`src/rtl/pit_pkg.sv`:
```
package pit_pkg;
  typedef enum logic [1:0] {
    SEL_CTRL = 2'd0,
    SEL_STAT = 2'd1,
    SEL_IEN  = 2'd2,
    SEL_FLAG = 2'd3
  } reg_sel_e;

  localparam int RUN_BIT  = 0;
  localparam int CODE_LSB = 3;
endpackage

```
`src/rtl/pit_regs.sv`:
```
module pit_regs
  import pit_pkg::*;
#(
  parameter int DATA_W = 8
) (
  input  logic              clk_i,
  input  logic              rst_i,
  input  logic              we_i,
  input  logic [1:0]        addr_i,
  input  logic [DATA_W-1:0] wr_data_i,
  input  logic              period_done_i,
  output logic [DATA_W-1:0] ctrl_q_o,
  output logic [DATA_W-1:0] ien_q_o,
  output logic              flag_q_o,
  output logic              ctrl_wr_o,
  output logic [DATA_W-1:0] rd_data_o
);
  logic [DATA_W-1:0] ctrl_q, ien_q, rd_q, rd_mux;
  logic              flag_q, flag_clr;

  assign ctrl_wr_o = we_i && (addr_i == SEL_CTRL);
  assign flag_clr  = we_i && (addr_i == SEL_FLAG) && wr_data_i[0];

  always_ff @(posedge clk_i) begin
    if (rst_i) begin
      ctrl_q <= '0;
      ien_q  <= '0;
    end else if (we_i) begin
      if (addr_i == SEL_CTRL) ctrl_q <= wr_data_i;
      if (addr_i == SEL_IEN)  ien_q  <= wr_data_i;
    end
  end

  // a period end outranks a clear written in the same cycle
  always_ff @(posedge clk_i) begin
    if (rst_i)              flag_q <= 1'b0;
    else if (period_done_i) flag_q <= 1'b1;
    else if (flag_clr)      flag_q <= 1'b0;
  end

  always_comb begin
    unique case (addr_i)
      SEL_CTRL: rd_mux = ctrl_q;
      SEL_IEN:  rd_mux = ien_q;
      SEL_FLAG: rd_mux = {{(DATA_W-1){1'b0}}, flag_q};
      default:  rd_mux = '0;
    endcase
  end

  always_ff @(posedge clk_i) begin
    if (rst_i) rd_q <= '0;
    else       rd_q <= rd_mux;
  end

  assign ctrl_q_o  = ctrl_q;
  assign ien_q_o   = ien_q;
  assign flag_q_o  = flag_q;
  assign rd_data_o = rd_q;
endmodule

```
`src/rtl/pit_counter.sv`:
```
module pit_counter #(
  parameter int CODE_W = 4
) (
  input  logic                        clk_i,
  input  logic                        rst_i,
  input  logic                        tick_i,
  input  logic                        restart_i,
  input  logic                        run_i,
  input  logic [CODE_W-1:0]           code_i,
  output logic                        done_o,
  output logic [(1<<CODE_W)-2:0]      cnt_o
);
  localparam int CODE_MAX = (1 << CODE_W) - 1;
  localparam int CNT_W    = CODE_MAX;

  logic [CNT_W-1:0] cnt_q, last_val;
  logic [CNT_W:0]   period;
  logic             active, at_end;

  assign active   = run_i && (code_i != '0) && (code_i != CODE_W'(CODE_MAX));
  assign period   = (CNT_W+1)'(1) << ({1'b0, code_i} + 1'b1);
  assign last_val = period[CNT_W-1:0] - CNT_W'(1);
  assign at_end   = (cnt_q == last_val);
  assign done_o   = active && tick_i && !restart_i && at_end;

  always_ff @(posedge clk_i) begin
    if (rst_i || restart_i || !active) cnt_q <= '0;
    else if (tick_i)                   cnt_q <= at_end ? '0 : cnt_q + CNT_W'(1);
  end

  assign cnt_o = cnt_q;
endmodule

```
`src/rtl/pit_timer_top.sv`:
```
module pit_timer_top
  import pit_pkg::*;
#(
  parameter int DATA_W = 8,
  parameter int CODE_W = 4
) (
  input  logic              clk_i,
  input  logic              rst_i,
  input  logic              tick_i,
  input  logic              we_i,
  input  logic [1:0]        addr_i,
  input  logic [DATA_W-1:0] wr_data_i,
  output logic [DATA_W-1:0] rd_data_o,
  output logic              irq_o
);
  localparam int CNT_W = (1 << CODE_W) - 1;

  logic [DATA_W-1:0] ctrl_q, ien_q;
  logic              flag_q, ctrl_wr, period_done;
  logic [CNT_W-1:0]  cnt_q;

  pit_regs #(.DATA_W(DATA_W)) regs_i (
    .clk_i(clk_i), .rst_i(rst_i), .we_i(we_i), .addr_i(addr_i),
    .wr_data_i(wr_data_i), .period_done_i(period_done),
    .ctrl_q_o(ctrl_q), .ien_q_o(ien_q), .flag_q_o(flag_q),
    .ctrl_wr_o(ctrl_wr), .rd_data_o(rd_data_o)
  );

  pit_counter #(.CODE_W(CODE_W)) cnt_i (
    .clk_i(clk_i), .rst_i(rst_i), .tick_i(tick_i), .restart_i(ctrl_wr),
    .run_i(ctrl_q[RUN_BIT]), .code_i(ctrl_q[CODE_LSB +: CODE_W]),
    .done_o(period_done), .cnt_o(cnt_q)
  );

  assign irq_o = flag_q & ien_q[0];
endmodule

```
`config.mk`:
```
export PLATFORM = sky130hd
export DESIGN_NAME = pit_timer_top
export DESIGN_NICKNAME = d
export VERILOG_FILES = /design/src/rtl/pit_pkg.sv /design/src/rtl/pit_regs.sv /design/src/rtl/pit_counter.sv /design/src/rtl/pit_timer_top.sv
export SDC_FILE = /design/constraint.sdc
export NUM_CORES = 1
export LEC_CHECK = 0
export BUFFER_PORTS_ARGS = -buffer_cell sky130_fd_sc_hd__buf_2
export CAP_MARGIN = 20
export CORE_MARGIN = 2
export CORE_UTILIZATION = 50
export CTS_CLUSTER_DIAMETER = 40
export DETAILED_ROUTE_END_ITERATION = 8
export PLACE_DENSITY = 0.69
export SETUP_SLACK_MARGIN = 0.4
export SYNTH_ARGS = -nofsm -noshare
export SYNTH_HDL_FRONTEND = slang
export SYNTH_HIERARCHICAL = 1
export SYNTH_SLANG_ARGS = --single-unit
```
`constraint.sdc`:
```
create_clock -name clk_i -period 3.5 [get_ports clk_i]
set_input_delay 1.05 -clock clk_i [delete_from_list [all_inputs] [get_ports clk_i]]
set_output_delay 1.05 -clock clk_i [all_outputs]
set_load 0.02 [all_outputs]
```
==> impl_metrics.env <==
export IMPL_outcome="completed"
export IMPL_post_place_ws_ns=0.249
export IMPL_power_static_leakage_nw=1.06
export IMPL_synth_edf_count=0
export IMPL_worst_pin_slew_ns=0.529
export IMPL_required_ns=3.71
export IMPL_ys_ff_latch=40
export IMPL_row_count=24
export IMPL_hold_viol_final=0
export IMPL_drv_slew=0
export IMPL_clockBufferDepth=2
export IMPL_grt_max_degree=29
export IMPL_final_common_cell="dfxtp_1"
export IMPL_cts_hold_buf=0
export IMPL_seq_power_share=0.487
export IMPL_dr_total_vias=1863
export IMPL_cts_max_level=2
export IMPL_dpl_hpwl_um=3200
export IMPL_cap_violations=0
export IMPL_firstDrtPassIters=4
export IMPL_slew_headroom=0.638
export IMPL_cts_sinks=40
export IMPL_dieArea_sq_um=5180
export IMPL_avgSynthCellArea_sq_um=9.03
export IMPL_grt_usage=0.194
export IMPL_power_internal_mw=0.724
export IMPL_ys_types=58
export IMPL_drt_iter0_drc=148
export IMPL_stdcell_count=330
export IMPL_via_per_inst=5.65
export IMPL_async_reset_ff_frac=0
export IMPL_critPathSlowestCell="or4_4"
export IMPL_drt_wl_total_um=4820
export IMPL_portBuffers=22
export IMPL_crit_type="flop to flop"
export IMPL_routedWlPerCell_um=14.6
export IMPL_cp_cell_sequence="or4_4 > ha_4 > xor2_1 > o2111ai_1 > or3_1 > a2111oi_2 > nand2_1 > nor3_1 > and4b_1 > a211oi_1"
export IMPL_p_comb_frac=0.107
export IMPL_dp_cells=318
export IMPL_layout_nets=293
export IMPL_fin_ws_ns=0.434
export IMPL_crit_fanout=2
export IMPL_numCtsBuffers=5
export IMPL_worst_clock_skew_ns=0.00685
export IMPL_fillers=387
export IMPL_p_sw_mw=0.233
export IMPL_slowest_delay_ns=0.55
export IMPL_period_share=0.876
export IMPL_drc=0
export IMPL_rsz0062_at_grt="true"
export IMPL_p_per_area_nw_per_um2=366
export IMPL_grt_remaining_overflow=0
export IMPL_synth_area_sq_um=2310
export IMPL_yosys_warnings=6
export IMPL_die_w_um=72.0
export IMPL_clkTransAtPathRegs_ns=0.08
export IMPL_setup_tns_final_ns=0
export IMPL_max_freq_ghz=0.326
export IMPL_syn2layout_area_growth_pct=13.3
export IMPL_fin_crit_ns=3.07
export IMPL_num_io_pins=23
export IMPL_drtAntennaViolNets=0
export IMPL_place_congestion=0.835
export IMPL_power_share_clock=0.406
export IMPL_sw_frac_of_total=0.244
export IMPL_ys_seq_area_frac=0.347
export IMPL_clk_latency_ns=0.30
export IMPL_die_h_um=72.0
export IMPL_final_cell_mix="dfxtp_1, nand2b_1, mux2i_1, buf_2, nor2_1"
export IMPL_finalSetupViolations=0
export IMPL_cp_arrival_ns=3.28
export IMPL_antennaDiodeCount=0
export IMPL_critPathLaunchType="flop"
export IMPL_cts_tree="done"
export IMPL_syn_num_nets=272
export IMPL_end_kind="flop"
export IMPL_synth_ff_type="dfxtp_1"
export IMPL_synthCells=256
export IMPL_initial_core_util=0.524
export IMPL_hp_class="flop to flop"
export IMPL_cts_root_buf="clkbuf_8"
export IMPL_grt_pass1_wl_um=8020
export IMPL_ir_drop_uv=256
export IMPL_grt_pass1_vias=1660
export IMPL_core_sq_um=4410
export IMPL_drive_gt1_frac=0.209
export IMPL_antenna_found_initial=0
## synth_stat cells, types with 3 or more instances
cell type  instances  area [sq um]
nand4b_1           3          26.3
o21ai_0            6          30.0
mux2i_1           24           240
nand4_1            4          25.0
xor2_1             7          61.3
nor2_1            17          63.8
nor2_2            10          62.6
xnor2_1           14           123
a21oi_1            3          15.0
inv_1              7          26.3
and2_1             3          18.8
nand2_1           10          37.5
nand3_1            4          20.0
clkbuf_1           8          30.0
or4_1              4          30.0
and3_1             6          37.5
buf_2              5          25.0
nand2b_1          25           156
a211oi_1           3          22.5
nor3_1             5          25.0
dfxtp_1           40           801
## worst paths after layout
check                                         from                  to  slack (ns)  depth (start not counted)
worst max-delay path            regs_i/ctrl_q_o[4]     regs_i/flag_q_o        0.43                         10
worst min-delay path            regs_i/ctrl_q_o[1]  regs_i/ctrl_q_o[1]        0.48                          2
worst max register to register  regs_i/ctrl_q_o[4]     regs_i/flag_q_o        0.43                         10
worst min register to register  regs_i/ctrl_q_o[1]  regs_i/ctrl_q_o[1]        0.48                          2
## layer usage
layer / wire length [um] / part of all wire / track usage
met1: 2400 / 0.50 / 0.289
met2: 2150 / 0.45 / 0.271
met3: 200 / 0.042 / 0.0458
met4: 65 / 0.013 / 0.0713
met5: 0 / 0 / 0
## power groups by stage
stage / Clock [mW] / Sequential, mW / Combinational (mW)
finish: 0.389 / 0.466 / 0.102
global route: 0.415 / 0.467 / 0.112
CTS: 0.398 / 0.466 / 0.0995
detailed placement: 0 / 0.477 / 0.0958
global placement: 0 / 0.477 / 0.0959
floorplan: 0 / 0.479 / 0.0743
## kinds of logic after synthesis
logic type / Yosys count / share of synthesized area
buffers and inverters: 25 / 0.0552
other: 1 / 0.00162
XOR/XNOR: 21 / 0.0796
adder cells (fa/ha/maj): 2 / 0.0108
AO/OA/AOI/OAI: 34 / 0.112
multiplexers: 24 / 0.104
flip-flops: 40 / 0.347
AND/OR/NAND/NOR: 109 / 0.291
## layout make-up
cell class / count / area (sq um) / share of cell area
inverter: 8 / 35.0 / 0.0134
multi-input combinational: 191 / 1410 / 0.540
timing repair buffer: 31 / 186 / 0.0712
sequential: 40 / 802 / 0.306
clock buffer: 5 / 68.8 / 0.0263
clock inverter: 3 / 47.5 / 0.0182
tap: 52 / 65.1 / 0.0249
## sequential cells by signal, summed over array words and instances (netlist names)
name and cells:
regs_i/ien_q_o 8, cnt_i/cnt_o 15, regs_i/flag_q_o 1, regs_i/rd_data_o 8, regs_i/ctrl_q_o 8
## what timing repair did
action | CTS | global route
setup endpoints to repair | 14 | 8
setup buffers | 2 | 1
pin swaps | 7 | 1
gates resized for setup | 4 | 2
gates cloned | 1 | 0
## stage by stage
step | utilization | area, sq um | hold slack [ns] | total power, mW
final | 0.593 | 2620 | 0.478 | 0.957
after global routing | 0.593 | 2620 | 0.495 | 0.994
after CTS | 0.588 | 2590 | 0.483 | 0.963
after detailed placement | 0.554 | 2450 | 0.466 | 0.573
after global placement | 0.554 | 2450 | 0.461 | 0.572
after floorplan | - | 2340 | 0.448 | 0.553
## worst max-delay path: cells and delay by family (launching register included)
kind                     cells  cell delay [ns]
adder cells (fa/ha/maj)      1             0.28
flip-flops                   1             0.33
XOR/XNOR                     1             0.14
AND/OR/NAND/NOR              5             1.60
AO/OA/AOI/OAI                3             0.62
Power figures use the tool's default switching activity.
